**config.mk**
```make
export PLATFORM = sky130hd
export DESIGN_NAME = uart_rx_svc
export DESIGN_NICKNAME = d
export VERILOG_FILES = /design/src/rtl/uart_rx_svc_pkg.sv /design/src/rtl/uart_rx_svc_rstsync.sv /design/src/rtl/uart_rx_svc_errcnt.sv /design/src/rtl/uart_rx_svc_tolatch.sv /design/src/rtl/uart_rx_svc_prio.sv /design/src/rtl/uart_rx_svc.sv
export SDC_FILE = /design/constraint.sdc
export NUM_CORES = 1
export LEC_CHECK = 0
export ABC_AREA = 1
export BUFFER_PORTS_ARGS = -buffer_cell sky130_fd_sc_hd__buf_4
export CORE_MARGIN = 1.5
export CORE_UTILIZATION = 48
export CTS_BUF_LIST = sky130_fd_sc_hd__clkbuf_4 sky130_fd_sc_hd__clkbuf_8 sky130_fd_sc_hd__clkbuf_16
export CTS_CLUSTER_DIAMETER = 30
export DETAILED_ROUTE_END_ITERATION = 8
export MAX_ROUTING_LAYER = met4
export PLACE_DENSITY = 0.87
export SYNTH_ARGS = -nofsm -noshare
export SYNTH_HDL_FRONTEND = slang
export SYNTH_HIERARCHICAL = 1
export SYNTH_SLANG_ARGS = --single-unit
```
**constraint.sdc**
```tcl
create_clock -name clk -period 0.8 [get_ports clk]
set_input_delay 0.04 -clock clk [delete_from_list [all_inputs] [get_ports clk]]
set_output_delay 0.04 -clock clk [all_outputs]
set_load 0.02 [all_outputs]
```
**src/rtl/uart_rx_svc_pkg.sv**
```systemverilog
package uart_rx_svc_pkg;
  localparam int NSRC  = 5;
  localparam int NFLAG = 3;

  // enable word bit positions
  localparam int EN_RDA = 0;
  localparam int EN_TXE = 1;
  localparam int EN_LS  = 2;
  localparam int EN_MS  = 3;
  localparam int EN_TO  = 4;

  // priority slots, 0 is highest
  localparam int P_LS  = 0;
  localparam int P_RDA = 1;
  localparam int P_TO  = 2;
  localparam int P_TXE = 3;
  localparam int P_MS  = 4;

  typedef enum logic [3:0] {
    ID_MS   = 4'h0,
    ID_NONE = 4'h1,
    ID_TXE  = 4'h2,
    ID_RDA  = 4'h4,
    ID_LS   = 4'h6,
    ID_TO   = 4'hC
  } int_id_e;

  function automatic int_id_e slot_code(input int idx);
    case (idx)
      P_LS:    slot_code = ID_LS;
      P_RDA:   slot_code = ID_RDA;
      P_TO:    slot_code = ID_TO;
      P_TXE:   slot_code = ID_TXE;
      P_MS:    slot_code = ID_MS;
      default: slot_code = ID_NONE;
    endcase
  endfunction
endpackage

```
**src/rtl/uart_rx_svc_rstsync.sv**
```systemverilog
module uart_rx_svc_rstsync #(
  parameter int STAGES = 2
) (
  input  logic clk,
  input  logic arst_n,
  output logic srst_n
);
  logic [STAGES-1:0] sync_q;

  always_ff @(posedge clk or negedge arst_n) begin
    if (!arst_n) sync_q <= '0;
    else         sync_q <= {sync_q[STAGES-2:0], 1'b1};
  end

  assign srst_n = sync_q[STAGES-1];
endmodule

```
**src/rtl/uart_rx_svc_errcnt.sv**
```systemverilog
module uart_rx_svc_errcnt
  import uart_rx_svc_pkg::*;
#(
  parameter int DEPTH = 16,
  localparam int CW   = $clog2(DEPTH + 1)
) (
  input  logic             clk,
  input  logic             rst_n,
  input  logic             push,
  input  logic [NFLAG-1:0] push_flags,
  input  logic             pop,
  input  logic [NFLAG-1:0] head_flags,
  output logic             err_any
);
  localparam logic [CW-1:0] CNT_MAX = CW'(DEPTH);

  logic [CW-1:0] cnt_q, cnt_d;
  logic          inc, dec, cnt_en;

  assign inc    = push && (|push_flags) && (cnt_q != CNT_MAX);
  assign dec    = pop && (|head_flags) && (cnt_q != '0);
  assign cnt_en = inc ^ dec;

  always_comb begin
    cnt_d = cnt_q;
    if (inc && !dec)      cnt_d = cnt_q + 1'b1;
    else if (dec && !inc) cnt_d = cnt_q - 1'b1;
  end

  always_ff @(posedge clk or negedge rst_n) begin
    if (!rst_n)      cnt_q <= '0;
    else if (cnt_en) cnt_q <= cnt_d;
  end

  assign err_any = (cnt_q != '0);
endmodule

```
**src/rtl/uart_rx_svc_tolatch.sv**
```systemverilog
module uart_rx_svc_tolatch (
  input  logic clk,
  input  logic rst_n,
  input  logic char_to,
  input  logic pop,
  output logic to_pend
);
  logic pend_q, pend_d;

  always_comb begin
    pend_d = pend_q;
    if (char_to)  pend_d = 1'b1;
    else if (pop) pend_d = 1'b0;
  end

  always_ff @(posedge clk or negedge rst_n) begin
    if (!rst_n) pend_q <= 1'b0;
    else        pend_q <= pend_d;
  end

  assign to_pend = pend_q;
endmodule

```
**src/rtl/uart_rx_svc_prio.sv**
```systemverilog
module uart_rx_svc_prio
  import uart_rx_svc_pkg::*;
(
  input  logic [NSRC-1:0] src,
  output int_id_e         id
);
  always_comb begin
    id = ID_NONE;
    for (int i = NSRC - 1; i >= 0; i--) begin
      if (src[i]) id = slot_code(i);
    end
  end
endmodule

```
**src/rtl/uart_rx_svc.sv**
```systemverilog
module uart_rx_svc
  import uart_rx_svc_pkg::*;
#(
  parameter int DEPTH = 16,
  parameter int LVL_W = $clog2(DEPTH + 1)
) (
  input  logic             clk,
  input  logic             rst_n,
  input  logic [NSRC-1:0]  int_en,
  input  logic             dma_en,
  input  logic [LVL_W-1:0] fifo_level,
  input  logic [LVL_W-1:0] trig_level,
  input  logic             push,
  input  logic [NFLAG-1:0] push_flags,
  input  logic             pop,
  input  logic [NFLAG-1:0] head_flags,
  input  logic             char_to,
  input  logic             tx_empty,
  input  logic             modem_chg,
  output logic             dma_req,
  output logic             irq,
  output logic [3:0]       int_id,
  output logic             rx_err_sum
);
  logic            rst_i;
  logic            err_any;
  logic            to_pend;
  logic            lvl_hit;
  logic [NSRC-1:0] src;
  int_id_e         id_d, id_q;
  logic            dma_d, dma_q, irq_d, irq_q;

  uart_rx_svc_rstsync #(.STAGES(2)) u_rst (
    .clk    (clk),
    .arst_n (rst_n),
    .srst_n (rst_i)
  );

  uart_rx_svc_errcnt #(.DEPTH(DEPTH)) u_err (
    .clk        (clk),
    .rst_n      (rst_i),
    .push       (push),
    .push_flags (push_flags),
    .pop        (pop),
    .head_flags (head_flags),
    .err_any    (err_any)
  );

  uart_rx_svc_tolatch u_to (
    .clk     (clk),
    .rst_n   (rst_i),
    .char_to (char_to),
    .pop     (pop),
    .to_pend (to_pend)
  );

  assign lvl_hit = (fifo_level >= trig_level);

  always_comb begin
    src        = '0;
    src[P_LS]  = (int_en[EN_LS] && (|head_flags) && (fifo_level != '0))
               || (dma_en && err_any);
    src[P_RDA] = int_en[EN_RDA] && lvl_hit;
    src[P_TO]  = int_en[EN_TO]  && to_pend;
    src[P_TXE] = int_en[EN_TXE] && tx_empty;
    src[P_MS]  = int_en[EN_MS]  && modem_chg;
  end

  uart_rx_svc_prio u_prio (
    .src (src),
    .id  (id_d)
  );

  always_comb begin
    irq_d = (id_d != ID_NONE);
    dma_d = dma_en && lvl_hit && !err_any && !to_pend;
  end

  always_ff @(posedge clk or negedge rst_n) begin
    if (!rst_n) begin
      id_q  <= ID_NONE;
      irq_q <= 1'b0;
      dma_q <= 1'b0;
    end else if (!rst_i) begin
      id_q  <= ID_NONE;
      irq_q <= 1'b0;
      dma_q <= 1'b0;
    end else begin
      id_q  <= id_d;
      irq_q <= irq_d;
      dma_q <= dma_d;
    end
  end

  assign dma_req    = dma_q;
  assign irq        = irq_q;
  assign int_id     = id_q;
  assign rx_err_sum = err_any;
endmodule

```
==> key figures, run 1 <==
Timing
  – Fmax: 496 MHz
  – Period utilisation layout: 2.52
  – Unrepaired setup endpoints after global routing: yes
  – Min Hold Slack: 0.0535 ns
  – Clock Skews: 0.0158 ns
  – Fin crit period: 2.02 ns
  – Final Hold Fails: 0
  – Fin worst setup slack: -1.22 ns
  – Slew Viols, Final: 0
  – Final setup vio count: 18

Status
  – Status: complete, but fails checks
  – Violated checks: negative setup slack

Yosys
  – Syn_nets: 176
  – Seq cells post-synth: 14
  – Seq/Total Area, Yosys: 0.369
  – Synth cell types: 21
  – Mapped Area: 953 um^2
  – Gate Count Post-Synth: 137
  – Ranking of synthesized cells by area: dfrtp_1 (34%), nand2_1 (17%), ha_1 (12%), inv_1 (11%), nor2_1 (6.3%)
  – Ys Warns: 6
  – Area leader, netlist: dfrtp_1
  – Share of Yosys cell area claimed by the top area cell type: 0.341
  – Synthesized area per cell: 6.96 um^2

Job
  – Maxcap violations: 0

Setup path
  – Critical R2R Launch: u_err/cnt_q[2]
  – CP Launch Point: u_err/cnt_q[2]
  – Setup crit start kind: register
  – Worst Path Max Fanout: 5
  – Kind of critical path: reg -> reg
  – Worst path arrival time: 2.19 ns
  – Worst path required time: 0.98 ns
  – Crit. End Element: register

Floorplan
  – Std-Cell Rows: 15
  – I/O pin count: 36
  – Die Y: 47.6 um
  – Die width: 47.6 um
  – Core area: 1800 um^2
  – Initial cell density of the core: 0.529
  – Die ar.: 2260 um^2

CTS
  – CTS Buf Count: 3
  – Clock tree from TritonCTS: yes
  – Num Clock Sinks: 14
  – Worst-Skew Late Latency: 0.28 ns
  – Reg clk slew, reported paths: 0.10 ns
  – Root buf cell: clkbuf_4
  – Maximum clock insertion buffer count: 2
  – Number of H-tree levels: 1

Final layout
  – Post-route design area: 1590 um^2
  – NumNets Final: 237
  – Share of cells above drive strength 1: 0.421
  – Synth-to-layout area growth: 66.7%
  – Commonest non-fill, non-tap cell in the layout: buf_4
  – Antenna Cells: 0
  – Post-layout util: 0.882
  – Most frequent cells in the layout: buf_4 (43), nand2_1 (39), inv_1 (26)

Global routing
  – Met3 GRT Util: 0.0377
  – GRT busiest layer: met2
  – Largest net degree at the start of global routing: 9
  – Met1 Resource Use GR: 0.280
  – Vias in the first global route: 1002
  – Total track usage: 0.268
  – Initial antenna violation count: 0
  – First-pass GRT wire length: 3970 um
  – GR Util met2: 0.492
  – Grt ovf: 0

Placed design
  – Routability cong.: 0.851
  – Final HPWL DP: 1970 um
  – IO buf count: 35
  – Dpl ws: -1.15 ns
  – DP Area: 1400 um^2

Routing
  – Starting DRT DRC Count: 28
  – Post-route ant nets: 0
  – Drt drc: 0
  – Final wirelength: 3190 um
  – Vias: 1125
  – Pre-antenna DRT Iters: 7
  – WL/cell: 14.4 um
  – Vias per std cell: 5.07

Min path
  – Hold Startpoint: dma_en
  – Hold WC Path Type: in -> reg

Power
  – Pleak: 0.911 nW
  – PD cells: 2410 nW/um^2
  – Pwr Total: 3.83 mW
  – Worst VDD drop: 2.27 mV
[registers in the layout (all words and copies together) (netlist names)]
signal / cells
u_rst/sync_q: 2
u_to/to_pend: 1
dma_req: 1
irq: 1
int_id: 4
u_err/cnt_q: 5
[timing repair]
| item | CTS | global route |
|---|---|---|
| resized for setup | 15 | 18 |
| buffers inserted | 4 | 5 |
| pin swaps | 5 | 14 |
| hold buffers | 2 | 0 |
| hold endpoints to repair | 9 | 0 |
| setup endpoints to repair | 18 | 18 |
[worst max-delay path, cell delays in order (launching register included)]
cell	delay (ns)
dfrtp_1	0.42
nor2_2	0.18
nand4_1	0.14
nand3b_1	0.19
ha_4	0.19
inv_6	0.05
fa_2	0.36
nand2_1	0.09
nand2_1	0.07
nand2_1	0.07
nand2_1	0.05
nand3_1	0.06
nand2_1	0.05
[cells in the mapped netlist (all sizes together)]
master and n:
a31oi 1, nor3 2, xnor2 1, nand2 44
ha 9, o21ai 3, dfstp 1, nand3 7
or2 3, conb 1, nor2 18, nand3b 1
inv 30, dfrtp 13, fa 1, nand4 1
a21oi 1
[report_power, final]
part           switching [mW]  internal (mW)
Clock                   0.224          0.227
Sequential              0.110          0.875
Combinational            1.24           1.16
Total                    1.57           2.26
[worst paths after layout]
kind,to,slack [ns],cells past startpoint
max in group asynchronous,u_err/cnt_q[3],0.31,1
min reg2reg,u_rst/sync_q[1],0.35,0
max reg2reg,u_err/cnt_q[4],-1.22,12
min in group asynchronous,u_rst/sync_q[1],0.13,2
max,u_err/cnt_q[4],-1.22,12
min,dma_req,0.05,3
[kinds of logic (layout without fill, tap and decap cells)]
kind of cell	Yosys count	in the layout	synth area share
and+or+nand+nor	76	76	0.333
buffers and inverters	30	90	0.118
AOI/OAI and AO/OA	5	5	0.0276
other	1	1	0.00393
xor gates and xnor gates	1	1	0.00919
adders and majority gates	10	10	0.139
DFF	14	14	0.369
[layer usage]
metal	wire length, um	share of wire
met1	1240	0.39
met2	1690	0.53
met3	132	0.041
met4	117	0.037
met5	0	0
[metrics by stage]
step	TNS (ns)	instances
global placement	-7.48	211
CTS	-9.14	219
floorplan	-9.25	137
detailed placement	-8.72	211
finish	-10.64	222
global route	-11.45	222
[cell type report]
type	count	area, um^2
tap	25	31.3
fill	96	213
sequential	14	352
clock buffer	4	30.0
timing repair buffer	56	467
multi-input combinational	93	592
inverter	30	118
(Power assumes the default switching activity.)
==> run 2: changes to the inputs <==
--- a/config.mk
+++ b/config.mk
@@ -5,15 +5,16 @@
 export SDC_FILE = /design/constraint.sdc
 export NUM_CORES = 1
 export LEC_CHECK = 0
-export ABC_AREA = 1
+export ABC_AREA = 0
 export BUFFER_PORTS_ARGS = -buffer_cell sky130_fd_sc_hd__buf_4
 export CORE_MARGIN = 1.5
-export CORE_UTILIZATION = 48
+export CORE_UTILIZATION = 47
 export CTS_BUF_LIST = sky130_fd_sc_hd__clkbuf_4 sky130_fd_sc_hd__clkbuf_8 sky130_fd_sc_hd__clkbuf_16
 export CTS_CLUSTER_DIAMETER = 30
 export DETAILED_ROUTE_END_ITERATION = 8
+export GPL_TIMING_DRIVEN = 0
 export MAX_ROUTING_LAYER = met4
-export PLACE_DENSITY = 0.87
+export PLACE_DENSITY = 0.86
 export SYNTH_ARGS = -nofsm -noshare
 export SYNTH_HDL_FRONTEND = slang
 export SYNTH_HIERARCHICAL = 1
==> key figures, run 2 <==
Routing
  – Pre-antenna DRT Iters: 4
  – WL/cell: 15.4 um
  – Vias per std cell: 5.42
  – Drt drc: 0
  – Post-route ant nets: 0
  – Vias: 933
  – Starting DRT DRC Count: 8
  – Final wirelength: 2650 um

Yosys
  – Ranking of synthesized cells by area: dfrtp_1 (35%), ha_1 (12%), a21oi_1 (3.2%), a21o_1 (3.2%), inv_1 (3.2%)
  – Synthesized area per cell: 9.93 um^2
  – FFs w/ async S/R, synth: 1.00
  – Mapped Area: 933 um^2
  – Synth cell types: 37
  – Synth cell count leaders: dfrtp_1 (13), ha_1 (9), inv_1 (8)
  – Share of Yosys cell area claimed by the top area cell type: 0.349
  – Gate Count Post-Synth: 94
  – Top_reg_cell synth: dfrtp_1
  – Seq/Total Area, Yosys: 0.377
  – Most frequent cell after synthesis: dfrtp_1
  – Seq cells post-synth: 14
  – Syn_nets: 133
  – Area leader, netlist: dfrtp_1
  – Post-synth EDFFs: 0
  – Ys Warns: 6

Setup path
  – Crit. End Element: register
  – Worst path required time: 0.97 ns
  – CP Launch Point: u_err/cnt_q[2]
  – Critical R2R Launch: u_err/cnt_q[2]
  – Kind of critical path: reg -> reg
  – Worst path arrival time: 2.49 ns
  – Worst Path Max Fanout: 7
  – Setup crit start kind: register

Power
  – PD cells: 2500 nW/um^2
  – Pleak: 0.709 nW
  – Worst VDD drop: 1.96 mV

Final layout
  – Share of cells above drive strength 1: 0.544
  – Antenna Cells: 0
  – Most frequent cells in the layout: buf_4 (36), dfrtp_1 (11), buf_6 (11)
  – Max reg flops: 5
  – Largest Register: u_err/cnt_q
  – Fillers: 102
  – Post-route design area: 1530 um^2
  – NumNets Final: 187
  – Synth-to-layout area growth: 63.5%
  – Commonest non-fill, non-tap cell in the layout: buf_4

Global routing
  – Initial antenna violation count: 0
  – Total track usage: 0.273
  – Grt ovf: 0
  – First-pass GRT wire length: 4130 um
  – Largest net degree at the start of global routing: 13
  – Vias in the first global route: 1009

Floorplan
  – Initial cell density of the core: 0.518
  – Die Y: 47.6 um
  – Die width: 47.6 um
  – I/O pin count: 36
  – Core area: 1800 um^2
  – Std-Cell Rows: 15
  – Die ar.: 2260 um^2

Timing
  – Slew Viols, Final: 0
  – Final setup vio count: 18
  – Unrepaired setup endpoints after global routing: yes
  – Fmax: 430 MHz
  – Fin crit period: 2.33 ns
  – Worst Max-Slew Pin Slew: 0.564 ns
  – Max_slew headroom: 0.620
  – Min Hold Slack: 0.0642 ns
  – Clock Skews: 0.00731 ns
  – Final Hold Fails: 0
  – Period utilisation layout: 2.91
  – Fin worst setup slack: -1.53 ns

Placed design
  – IO buf count: 35
  – Final HPWL DP: 1710 um
  – Routability cong.: 0.783
  – DP Area: 1260 um^2

CTS
  – Reg clk slew, reported paths: 0.09 ns
  – CTS Buf Count: 3
  – Root buf cell: clkbuf_4
  – Num Clock Sinks: 14
  – Maximum clock insertion buffer count: 2
  – Clock tree from TritonCTS: yes
  – Worst-Skew Late Latency: 0.29 ns
  – Number of H-tree levels: 1

Status
  – Status: complete, but fails checks
  – Violated checks: negative setup slack

Job
  – Maxcap violations: 0

Min path
  – Hold WC Path Type: in -> reg
  – Hold Startpoint: pop
run 2: power by group:
part	internal, mW	switching, mW	total (mW)
combinational	1.23	0.957	2.18
sequential	0.885	0.233	1.12
clock	0.277	0.231	0.509
run 2: per-layer routing:
| metal | GRT usage | part of all wire |
|---|---|---|
| met1 | 0.237 | 0.37 |
| met2 | 0.557 | 0.58 |
| met3 | 0.0717 | 0.035 |
| met4 | 0.0757 | 0.020 |
| met5 | - | 0 |
run 2: final timing paths:
check                                       to  slack (ns)  cells after the start
worst max-delay path            u_err/cnt_q[4]       -1.53                      9
worst min-delay path              u_to/to_pend        0.06                      3
worst max register to register  u_err/cnt_q[4]       -1.53                      9
worst min register to register  u_err/cnt_q[1]        0.18                      0
max in group asynchronous       u_err/cnt_q[2]        0.29                      0
min in group asynchronous                  irq        0.11                      2
run 2: through the flow:
step	total power, mW	worst slack [ns]	util	setup TNS (ns)	cells
4_1_cts	3.72	-1.54	0.836	-13.81	171
5_1_grt	4.06	-1.64	0.847	-15.31	172
6_report	3.81	-1.53	0.847	-14.05	172
2_1_floorplan	2.15	-1.65	-	-12.92	94
3_5_place_dp	2.59	-1.81	0.697	-13.96	154
3_3_place_gp	2.48	-1.74	0.697	-13.35	154
run 2: cell families after synthesis:
logic type / count (synthesis) / synth area share
AND/OR/NAND/NOR: 31 / 0.218
AO/OA/AOI/OAI: 24 / 0.176
flip-flops: 14 / 0.377
adder cells (fa/ha/maj): 10 / 0.142
buffers and inverters: 10 / 0.0415
XOR/XNOR: 2 / 0.0188
multiplexers: 2 / 0.0228
other: 1 / 0.00402
run 2: cell type report:
type                            instances  area (um^2)  area share
Multi-Input combinational cell         70          649       0.425
Sequential cell                        14          354       0.232
Buffer                                  1         5.00     0.00328
Clock buffer                            4         36.3      0.0238
Timing Repair Buffer                   49          414       0.271
Tap cell                               25         31.3      0.0205
Inverter                                9         36.3      0.0238
run 2: critical path, cell delays in order, from the launching register on:
cell      delay, ns
dfrtp_2        0.43
nor4_4         0.30
nand2b_1       0.13
o311ai_2       0.09
ha_2           0.25
inv_4          0.07
ha_4           0.24
or4_4          0.51
o211ai_2       0.09
o211ai_1       0.10
run 2: what timing repair did:
item | 4_1_cts | 5_1_grt
endpoints found under the hold margin | 9 | 0
gates resized for setup | 25 | 4
pin swaps | 7 | 7
setup endpoints to repair | 18 | 18
hold buffers | 2 | 0
setup buffers | 12 | 3
==> run 3: changes to the inputs <==
--- a/config.mk
+++ b/config.mk
@@ -12,7 +12,6 @@
 export CTS_BUF_LIST = sky130_fd_sc_hd__clkbuf_4 sky130_fd_sc_hd__clkbuf_8 sky130_fd_sc_hd__clkbuf_16
 export CTS_CLUSTER_DIAMETER = 30
 export DETAILED_ROUTE_END_ITERATION = 8
-export GPL_TIMING_DRIVEN = 0
 export MAX_ROUTING_LAYER = met4
 export PLACE_DENSITY = 0.86
 export SYNTH_ARGS = -nofsm -noshare
==> key figures, run 3 (synthesis results as in run 2) <==
Setup path
  – Crit path to: irq
  – Setup crit start kind: register
  – CP peak stage delay: 0.48 ns
  – R2R cell count: 8
  – CP Launch Point: u_err/cnt_q[2]
  – Crit. End Element: register
  – Crit-path slowest cell: o41a_2
  – Crit Reg-Reg Endpoint: irq
  – Reg2reg setup slack: -1.56 ns
  – Critical R2R Launch: u_err/cnt_q[2]
  – Worst path arrival time: 2.52 ns
  – Worst Path Max Fanout: 3
  – Kind of critical path: reg -> reg
  – Critical path, cell by cell: nor4_2 > nand2b_1 > buf_4 > a21o_1 > or3_4 > nor3_2 > inv_1 > o41a_2
  – Worst path required time: 0.96 ns

Routing
  – Drt drc: 0
  – WL/cell: 18.0 um
  – Post-route ant nets: 0
  – Vias: 1076
  – Pre-antenna DRT Iters: 4
  – Final wirelength: 3360 um
  – Starting DRT DRC Count: 49
  – Vias per std cell: 5.75

CTS
  – Number of H-tree levels: 1
  – Clock tree from TritonCTS: yes
  – Maximum clock insertion buffer count: 2
  – Num Clock Sinks: 14
  – Worst-Skew Late Latency: 0.28 ns
  – Root buf cell: clkbuf_4
  – CTS Buf Count: 3
  – Reg clk slew, reported paths: 0.09 ns

Floorplan
  – I/O pin count: 36
  – Die ar.: 2260 um^2
  – Core area: 1800 um^2
  – Die Y: 47.6 um
  – Die width: 47.6 um
  – Std-Cell Rows: 15
  – Initial cell density of the core: 0.518

Job
  – Maxcap violations: 0

Power
  – Pwr Total: 4.25 mW
  – Clk network pwr share: 0.121
  – Sw frac: 0.366
  – PD cells: 2620 nW/um^2
  – Logic pwr share: 0.646
  – Worst VDD drop: 2.45 mV
  – Pleak: 0.796 nW
  – Internal power: 2.69 mW
  – Switching Power: 1.55 mW
  – Seq pwr share: 0.233

Status
  – Status: complete, but fails checks
  – Violated checks: negative setup slack

Final layout
  – Share of cells above drive strength 1: 0.562
  – Max reg flops: 5
  – Fillers: 82
  – Most frequent cells in the layout: buf_4 (53), dfrtp_1 (13), buf_6 (10)
  – Commonest non-fill, non-tap cell in the layout: buf_4
  – Synth-to-layout area growth: 73.3%
  – NumNets Final: 202
  – Antenna Cells: 0
  – Finished Layout Cells: 187
  – Largest Register: u_err/cnt_q

Timing
  – Unrepaired setup endpoints after global routing: yes
  – Period utilisation layout: 2.95
  – Clock Skews: 0.00451 ns
  – Final setup vio count: 18
  – Fin worst setup slack: -1.56 ns
  – Fin crit period: 2.36 ns
  – Final Hold Fails: 0
  – Slew Viols, Final: 0
  – Fmax: 424 MHz

Global routing
  – Largest net degree at the start of global routing: 9
  – Vias in the first global route: 1141
  – First-pass GRT wire length: 5060 um
  – Total track usage: 0.354
  – Initial antenna violation count: 0
  – Grt ovf: 0

Placed design
  – Placed insts: 177
  – IO buf count: 35
  – Routability cong.: 0.847
  – Final HPWL DP: 2010 um

Min path
  – Hold WC Path Type: in -> reg
run 3: cell types whose count changed in the layout (fill, tap and decap cells not counted), sizes merged:
| cell | change |
|---|---|
| buf | +15 |
run 3: critical path, delay by kind of cell, from the launching register on:
family / cells / cell delay, ns
AO/OA/AOI/OAI: 2 / 0.67
AND/OR/NAND/NOR: 4 / 0.92
flip-flops: 1 / 0.40
buffers and inverters: 2 / 0.25
run 3: power groups by stage:
stage	combinational, mW	clock (mW)	sequential (mW)
2_1_floorplan	1.07	0	1.08
3_3_place_gp	1.98	0	0.979
3_5_place_dp	2.08	0	0.996
4_1_cts	2.52	0.525	0.987
5_1_grt	2.89	0.563	1.00
6_report	2.74	0.513	0.991
run 3: final cells by class:
| class | instances | area [um^2] | share of cell area |
|---|---|---|---|
| Clock buffer | 4 | 36.3 | 0.0224 |
| Timing Repair Buffer | 65 | 531 | 0.328 |
| Tap cell | 25 | 31.3 | 0.0193 |
| Sequential cell | 14 | 352 | 0.217 |
| Inverter | 9 | 36.3 | 0.0224 |
| Multi-Input combinational cell | 70 | 632 | 0.391 |
run 3: timing repair:
item | in CTS | in global routing
resized for setup | 18 | 3
endpoints found under the setup margin | 18 | 19
buffers inserted | 3 | 2
pin swaps | 8 | 3
hold endpoints to repair | 9 | 0
hold buffers | 2 | 0
run 3: metal layers:
layer | vias to the layer above | wire length, um | global-route usage
li1 | 477 | - | -
met1 | 511 | 1050 | 0.259
met2 | 56 | 1870 | 0.668
met3 | 32 | 179 | 0.117
met4 | 0 | 257 | 0.286
met5 | - | 0 | -
run 3: metrics by stage:
| stage | area (um^2) | hold slack (ns) | worst slack [ns] | setup TNS, ns | utilization |
|---|---|---|---|---|---|
| after detailed placement | 1430 | -0.140 | -1.53 | -13.22 | 0.794 |
| after global routing | 1620 | 0.0419 | -1.62 | -15.51 | 0.898 |
| after floorplan | 962 | -0.256 | -1.65 | -12.92 | - |
| after CTS | 1600 | 0.0388 | -1.54 | -14.30 | 0.885 |
| final | 1620 | 0.0484 | -1.56 | -14.60 | 0.898 |
| after global placement | 1430 | -0.142 | -1.42 | -12.37 | 0.794 |
run 3: worst min-delay path by stage:
| stage | start | endpoint | cells past startpoint |
|---|---|---|---|
| after floorplan | rst_n | dma_req | 0 |
| after global routing | pop | u_to/to_pend | 3 |
| after detailed placement | rst_n | dma_req | 1 |
| after CTS | pop | u_to/to_pend | 3 |
| after global placement | rst_n | dma_req | 1 |
| final | pop | u_to/to_pend | 3 |
